$ cat src/rtl/smbus_host_regs.sv
module smbus_host_regs #(
  parameter int ADDR_W    = 6,
  parameter int BUF_DEPTH = 32,
  localparam int IDX_W    = $clog2(BUF_DEPTH)
) (
  input  logic              clk,
  input  logic              rst_n,
  input  logic [ADDR_W-1:0] bus_addr,
  input  logic [7:0]        bus_wdata,
  input  logic              bus_wr,
  input  logic              bus_rd,
  output logic [7:0]        bus_rdata,
  output logic              irq,
  output logic              seq_start,
  output logic [2:0]        seq_proto,
  output logic              seq_read,
  output logic [6:0]        seq_target,
  output logic [7:0]        seq_cmd,
  output logic [7:0]        seq_data0,
  output logic [7:0]        seq_data1,
  input  logic              seq_done,
  input  logic              seq_dev_err,
  input  logic              seq_bus_err,
  input  logic              seq_failed,
  input  logic              seq_ld0,
  input  logic              seq_ld1,
  input  logic [15:0]       seq_rdata,
  input  logic [IDX_W-1:0]  seq_buf_addr,
  input  logic              seq_buf_we,
  input  logic [7:0]        seq_buf_wdata,
  output logic [7:0]        seq_buf_rdata,
  input  logic              alert_evt,
  input  logic              claim_evt
);
  localparam logic [ADDR_W-1:0] OFF_STS = ADDR_W'(0);
  localparam logic [ADDR_W-1:0] OFF_CTL = ADDR_W'(2);
  localparam logic [ADDR_W-1:0] OFF_CMD = ADDR_W'(3);
  localparam logic [ADDR_W-1:0] OFF_TGT = ADDR_W'(4);
  localparam logic [ADDR_W-1:0] OFF_D0  = ADDR_W'(5);
  localparam logic [ADDR_W-1:0] OFF_D1  = ADDR_W'(6);
  localparam logic [ADDR_W-1:0] OFF_BLK = ADDR_W'(7);
  localparam logic [IDX_W-1:0]  IDX_LAST = IDX_W'(BUF_DEPTH - 1);

  logic [7:0] sts_q, ctl_q, cmd_q, tgt_q, d0_q, d1_q;
  logic [7:0] buf_q [BUF_DEPTH];
  logic [IDX_W-1:0] idx_q;
  logic start_q;

  wire rd_go  = bus_rd & ~bus_wr;
  wire wr_sts = bus_wr & (bus_addr == OFF_STS);
  wire wr_ctl = bus_wr & (bus_addr == OFF_CTL);
  wire rd_ctl = rd_go  & (bus_addr == OFF_CTL);
  wire wr_blk = bus_wr & (bus_addr == OFF_BLK);
  wire rd_blk = rd_go  & (bus_addr == OFF_BLK);
  wire start_req = wr_ctl & bus_wdata[6];
  wire seq_err = seq_dev_err | seq_bus_err | seq_failed;
  wire done_ok = seq_done & ~seq_err;

  wire [7:0] sts_set = {done_ok, claim_evt, alert_evt, seq_done & seq_failed,
                        seq_done & seq_bus_err, seq_done & seq_dev_err, done_ok, start_req};
  wire [7:0] sts_clr = (wr_sts ? bus_wdata : 8'h00) | {7'b0, seq_done};

  always_ff @(posedge clk) begin
    if (!rst_n) begin
      sts_q   <= '0;
      ctl_q   <= '0;
      cmd_q   <= '0;
      tgt_q   <= '0;
      d0_q    <= '0;
      d1_q    <= '0;
      idx_q   <= '0;
      start_q <= 1'b0;
    end else begin
      sts_q   <= (sts_q & ~sts_clr) | sts_set;
      start_q <= start_req;
      if (wr_ctl) ctl_q <= bus_wdata;
      if (bus_wr && bus_addr == OFF_CMD) cmd_q <= bus_wdata;
      if (bus_wr && bus_addr == OFF_TGT) tgt_q <= bus_wdata;
      if (bus_wr && bus_addr == OFF_D0) d0_q <= bus_wdata;
      else if (done_ok && seq_ld0) d0_q <= seq_rdata[7:0];
      if (bus_wr && bus_addr == OFF_D1) d1_q <= bus_wdata;
      else if (done_ok && seq_ld1) d1_q <= seq_rdata[15:8];
      if (wr_sts || rd_ctl) idx_q <= '0;
      else if (wr_blk || rd_blk) idx_q <= (idx_q == IDX_LAST) ? '0 : idx_q + 1'b1;
    end
  end

  always_ff @(posedge clk) begin
    if (!rst_n) begin
      for (int i = 0; i < BUF_DEPTH; i++) buf_q[i] <= '0;
    end else if (wr_blk) begin
      buf_q[idx_q] <= bus_wdata;
    end else if (seq_buf_we) begin
      buf_q[seq_buf_addr] <= seq_buf_wdata;
    end
  end

  always_comb begin
    case (bus_addr)
      OFF_STS: bus_rdata = sts_q;
      OFF_CTL: bus_rdata = {3'b000, ctl_q[4:0]};
      OFF_CMD: bus_rdata = cmd_q;
      OFF_TGT: bus_rdata = tgt_q;
      OFF_D0:  bus_rdata = d0_q;
      OFF_D1:  bus_rdata = d1_q;
      OFF_BLK: bus_rdata = buf_q[idx_q];
      default: bus_rdata = 8'h00;
    endcase
  end

  assign irq           = sts_q[1];
  assign seq_start     = start_q;
  assign seq_proto     = ctl_q[4:2];
  assign seq_read      = tgt_q[0];
  assign seq_target    = tgt_q[7:1];
  assign seq_cmd       = cmd_q;
  assign seq_data0     = d0_q;
  assign seq_data1     = d1_q;
  assign seq_buf_rdata = buf_q[seq_buf_addr];


  start_src_chk: assert property (@(posedge clk) disable iff (!rst_n)
    (bus_wr && bus_addr == OFF_CTL && bus_wdata[6]) |=> (seq_start && sts_q[0]));


  busy_drop_chk: assert property (@(posedge clk) disable iff (!rst_n)
    (seq_done && !start_req) |=> !sts_q[0]);


  ok_flags_chk: assert property (@(posedge clk) disable iff (!rst_n)
    (seq_done && !seq_dev_err && !seq_bus_err && !seq_failed) |=> (sts_q[7] && irq));


  idx_wrap_chk: assert property (@(posedge clk) disable iff (!rst_n)
    ((rd_blk || wr_blk) && idx_q == IDX_LAST) |=> (idx_q == '0));


  irq_clear_chk: assert property (@(posedge clk) disable iff (!rst_n)
    (wr_sts && bus_wdata[1] && !seq_done) |=> !irq);


  ctl_idx_chk: assert property (@(posedge clk) disable iff (!rst_n)
    rd_ctl |=> (idx_q == '0));
endmodule

$ cat config.mk
export PLATFORM = sky130hd
export DESIGN_NAME = smbus_host_regs
export DESIGN_NICKNAME = d
export VERILOG_FILES = /design/src/rtl/smbus_host_regs.sv
export SDC_FILE = /design/constraint.sdc
export NUM_CORES = 1
export LEC_CHECK = 0
export ABC_AREA = 0
export CAP_MARGIN = 20
export CORE_ASPECT_RATIO = 1.25
export CORE_MARGIN = 5
export CORE_UTILIZATION = 31
export CTS_CLUSTER_DIAMETER = 120
export CTS_CLUSTER_SIZE = 25
export DETAILED_ROUTE_END_ITERATION = 8
export PLACE_DENSITY = 0.44
export SYNTH_ARGS = -nofsm -noshare
export SYNTH_HDL_FRONTEND = slang
export SYNTH_SLANG_ARGS = --single-unit
$ cat constraint.sdc
create_clock -name clk -period 6.5 [get_ports clk]
set_input_delay 1.95 -clock clk [delete_from_list [all_inputs] [get_ports clk]]
set_output_delay 1.95 -clock clk [all_outputs]
set_load 0.01 [all_outputs]
# Yosys cells after proc, flatten, opt, wreduce, memory -nomap -nowiden
# Memories as Yosys holds them, arrays and structs flattened. A register that Yosys moved wholly into a read port is not among the register bits.
# Index checks and enable logic that the tools add are counted.
word_totals:
  ff_bits: 51
  ram_bits: 256
  inputBits: 56
  word_cells: 74
  n_memories: 1
memory_table:
  columns: ["memory", "depth", "width", "rd", "rd_clocked_by_memory_dff", "write_ports", "line", "rtl"]
  rows:
  - ["buf_q", 32, 8, 2, 1, 32, "45", "logic [7:0] buf_q [BUF_DEPTH];"]
op_classes:
  n_addsub: 1
  eq_ne: 7
  muxes: 23
  bitwise: 20
  reduce_logical: 14
ops:
  columns: ["operator", "n"]
  rows:
  - ["2-to-1 mux 8 bit", 7]
  - ["case mux 8 bit (7 select lines)", 1]
  - ["2-to-1 mux 5 bit", 5]
  - ["equality test 6 x 3 -> 1 bit, second input constant", 4]
  - ["OR reduction 8 bit", 2]
  - ["equality test 6 x 2 -> 1 bit, second input constant", 2]
  - ["AND 1 bit", 11]
  - ["2-to-1 mux 1 bit", 10]
  - ["AND 8 bit", 1]
  - ["NOT 8 bit", 1]
  - ["bitwise OR 8 x 1 -> 8 bit", 1]
  - ["bitwise OR 8 bit", 1]
  - ["logical AND 1 bit", 6]
  - ["logical NOT 6 bit", 1]
  - ["adder 5 x 1 -> 5 bit, second input constant", 1]
  - ["equality test 5 bit, second input constant", 1]
  - ["nonzero test 2 bit", 2]
  - ["NOT 1 bit", 3]
  - ["logical OR 1 bit", 2]
  - ["bitwise OR 1 bit", 2]
  - ["OR reduction 2 bit", 1]

# Logic depth before layout (Yosys ltp)
logic_depth:
  ltp_word: 8
  depth_mapped: 8
  depth_no_buf: 6

# Worst setup path after synthesis
# No wires, ideal clock.
synth_timing:
  path_type: "input to output"
  start: "input port seq_buf_addr[0]"
  end: "output port seq_buf_rdata[0]"
  t_arrival_ps: 4035
  t_required_ps: 4550
  path_slack_ps: 515
  stages: 5
  cell_sequence: "buf_2 -> buf_1 -> mux4_2 -> mux4_2 -> mux2_2"
synth_between:
  elab_chain_cells: 1
synth_rtl:
  columns: ["item", "line", "rtl"]
  rows:
  - ["from (decl)", "28", "input logic [IDX_W-1:0] seq_buf_addr,"]
  - ["memory (32 x 8 bit)", null, null]
  - ["to (decl)", "31", "output logic [7:0] seq_buf_rdata,"]
# Every way passes these cells.

# Worst setup path after layout
layout_timing:
  start: "input port bus_addr[5]"
  end: "output port bus_rdata[7]"
layout_between:
  elab_chain_cells: 2
  elab_cells_between_ends: 8
  cone_classes: "eq/ne: 6; mux: 1; reduce/logical: 1"
layout_rtl:
  columns: ["item", "line", "rtl"]
  rows:
  - ["from (decl)", "8", "input logic [ADDR_W-1:0] bus_addr,"]
  - ["equality test 6 x 3 -> 1 bit (tied with other cells)", "99", "case (bus_addr)"]
  - ["case mux 8 bit (7 select lines) *", "99", null]
  - ["to (decl)", "12", "output logic [7:0] bus_rdata,"]
# Every way passes the cells marked *; elsewhere a longest branch is shown, timed or not.

==> results summary <==
At the placement stage, the worst setup path has a slack of -0.000587 ns. The final worst slack is around 0.12 ns. After synthesis, the cell types taking the most area are edfxtp_1, mux4_2, dfxtp_1.

The Yosys warning count is 0. The tool flagged a number of max-cap violations equal to 0. The first TritonRoute pass finished after 5 iterations.

Entering global routing, the biggest net connects 59 pins. The post-route non-filler standard cell count came out at ~2000. The global-route wire length before repair came out at approximately 80 mm. The arrival time at the worst endpoint came out at between 4 and 5 ns.

The worst-path maximum fanout came out at 6. The total area inside the core boundary comes to between 50000 and 60000 µm². In this run the count of I/O pins placed on the die edge is 109. The synthesized design spends more area on one cell type than any other, namely edfxtp_1. The peak supply drop came out at between 0.1 and 0.15 mV.

The startpoint of the tightest hold check path is ctl_q[1]. The number of placed instances, taps included, is 1946. The maximum clock insertion buffer count came out at 3. In this run the worst hold path is classified as reg -> reg. The mean post-synth cell area is roughly 14 µm². The quantity of I/O buffers inserted on ports is 108. Global routing used 18.7% of the available tracks across all layers. The average detailed-routed wire length per instance came out at around 28 µm. In the synthesized netlist the async set-or-reset flop fraction comes to 0%. The power per unit of standard cell area is just over 200 nW/µm².

Summing every instance area after synthesis gives between 15000 and 20000 µm². The leakage power figure is between 6 and 7 nW. The number of placement rows came out at between 90 and 100.

The flow ran to the end, and the final reports show no timing, DRC or antenna violations. The worst-margin pin slew came out at approximately 0.86 ns. The synthesized design contains ~260 enable-type register cells. The die covers a little under 60000 µm². After synthesis, the most frequently instantiated cells are nor2_1, edfxtp_1, mux4_2.

The via count of the first global-routing pass is around 11000. The multi-input combinational cells in the finished layout cover a total of 7270 µm². The post-route standard cell area excluding fillers came out at approximately 19000 µm². The critical path in this run is classified as in -> out. The starting utilization of the core area came out at between 30 and 40%. Setup repair after global routing left no endpoint under its margin. STA classifies the critical path endpoint as an output pin. Setup violations remaining at the end of the flow were counted as 0. The count of nets left with antenna violations once routing finished came out at 0. Headroom to the max-slew limit came out at around 41%.

The final core area utilization came out at between 30% and 40%. The layout net count came out at approximately 1400. The worst setup path is launched from an input port. After legalization and detailed placement, the total HPWL measured roughly 40 mm. The post-synthesis cell count came out at roughly 1200. The synthesized design contains roughly 310 register bits. Buffers inserted during clock tree synthesis total 16. The distinct cell type count after synthesis came out at between 50 and 60. The congestion estimate from routability-driven global placement came to around 0.8. The minimum period implied by the final worst setup slack is ~6.4 ns. Overall power consumption after layout is estimated at 3.91 mW. The cell at the root of the clock tree is clkbuf_16. The maximum achievable frequency is around 0.16 GHz.

Across the whole layout, storage elements account for 8810 µm². The wire length after detailed routing came out at 55.0 mm. The signed area change from the synthesized netlist to the final layout came out at 15.9%. STA puts the critical path data required time at between 4 and 5 ns. The worst path uses slightly below 100% of the clock period. Of the cells placed in the final design, the portion with a size suffix greater than 1 is between 20% and 30%. The clock network latency to the later pin of the worst-skew pair came out at about 0.53 ns. The number of hold-repair buffers added at the cts stage came out at 0. The count of endpoints failing hold in the final timing report came out at 0. The placed standard-cell area is 18600 µm². The H-tree level count came out at 1. The detail-routed via count per cell is between 5 and 6.

The overall via count from detail_route came out at 10800. The clock skew after layout is 0.0211 ns. CTS saw roughly 310 sinks. The horizontal extent of the die came out at around 220 µm. Clock-pin slew was measured on the worst setup and hold paths at 0.11 ns. The total of fill cells in the finished design is ~5000.

The most common cell in the synthesized netlist is nor2_1. Counting every net in the synthesized netlist gives 1275. The launch instance of the worst register-to-register path is idx_q[2]. In this run the worst setup path begins at bus_addr[5].

The number of antenna violations at the first check in global routing came out at 1. The number of max-slew violations in the final report came out at 0. The floorplan die height came out at around 270 µm. For this block, the initial DRC count from the detailed router was between 700 and 800. The DRC violation count after routing is 0. The leftover overflow at the end of global routing is 0. The most used flip-flop cell after synthesis is edfxtp_1. The share of the synthesized area in the top cell type is 46.8%. The CTS tree is built. The sequential element share of the synthesized area came out at 53.6%.
[worst paths after layout]
| check | endpoint | slack (ns) | depth (start not counted) |
|---|---|---|---|
| setup reg to reg | buf_q[2][3] | 3.77 | 5 |
| hold / removal | ctl_q[1] | 0.48 | 2 |
| hold reg to reg | ctl_q[1] | 0.48 | 2 |
| setup / recovery | bus_rdata[7] | 0.12 | 8 |
[final cells by class]
type	count	share of cell area, %
antenna	1	0.0131
multi-input combinational	798	38.2
tap	672	4.41
clock buffer	27	2.43
clock inverter	1	0.0854
sequential	312	46.2
timing repair buffer	163	8.63
inverter	1	0.0197
[routing by layer]
layer	vias up	GRT usage [%]	share of wire, %
li1	4822	-	-
met1	5663	23.8	41
met2	265	34.5	52
met3	27	2.61	4.4
met4	0	3.42	1.7
met5	-	0	0
[power by group]
group          switching [mW]  leakage, nW  internal [mW]
clock network           0.692        0.229          0.502
logic                   0.272         3.13          0.195
registers              0.0345         3.15           2.21
total                   0.998         6.50           2.91
[through the flow]
stage | hold slack (ns) | setup TNS, ns
floorplan | 0.443 | 0
global placement | 0.469 | -0.136
detailed placement | 0.467 | -0.000587
CTS | 0.483 | 0
global route | 0.525 | 0
finish | 0.485 | 0
[flip-flops by register name, indices dropped and copies added, names as in the netlist, 5 cells and up, named ones only]
register and flops:
seq_data1 8, buf_q 256, sts_q 8, ctl_q 5, tgt_q 8, seq_cmd 8
seq_data0 8, idx_q 5
[repair_timing]
action	4_1_cts	5_1_grt
buffers inserted	0	0
resized for setup	1	2
endpoints found under the setup margin	2	1
[kinds of logic after synthesis]
group | share of synthesized area, %
and+or+nand+nor | 14.9
DFF | 53.6
muxes | 23.3
buffers and inverters | 2.98
AOI/OAI and AO/OA | 5.09
adders and majority gates | 0.152
[critical path, cell delays in order]
cell and delay [ns]:
clkdlybuf4s50_1 0.45, or4b_4 0.60, buf_4 0.18, nor2_1 0.16
o221ai_1 0.19, a31oi_1 0.20, a21o_1 0.14, clkdlybuf4s50_1 0.56
[cell usage in the layout (no fill, tap or decap), types with 3 or more instances in the layout]
master           count
nand4_4             16
a21oi_1              4
nor2b_1              6
clkbuf_16           17
edfxtp_1           256
nand2b_1             5
o22ai_1              5
nand4_1              4
mux2i_4             12
mux2i_1             25
a211oi_1             6
nand2_1             90
o21ai_0              5
a21bo_2              3
nand4_2             12
mux2_2              12
nor2_1             270
clkbuf_1            10
o211a_1             17
buf_12              13
mux4_2             145
clkdlybuf4s50_1    105
nand3_1             73
dfxtp_1             54
a21boi_0            28
a22o_1               4
a22oi_1              9
o21a_1               4
or3_1                3
a221oi_1             5
buf_4               43
Power figures use the tool's default switching activity.
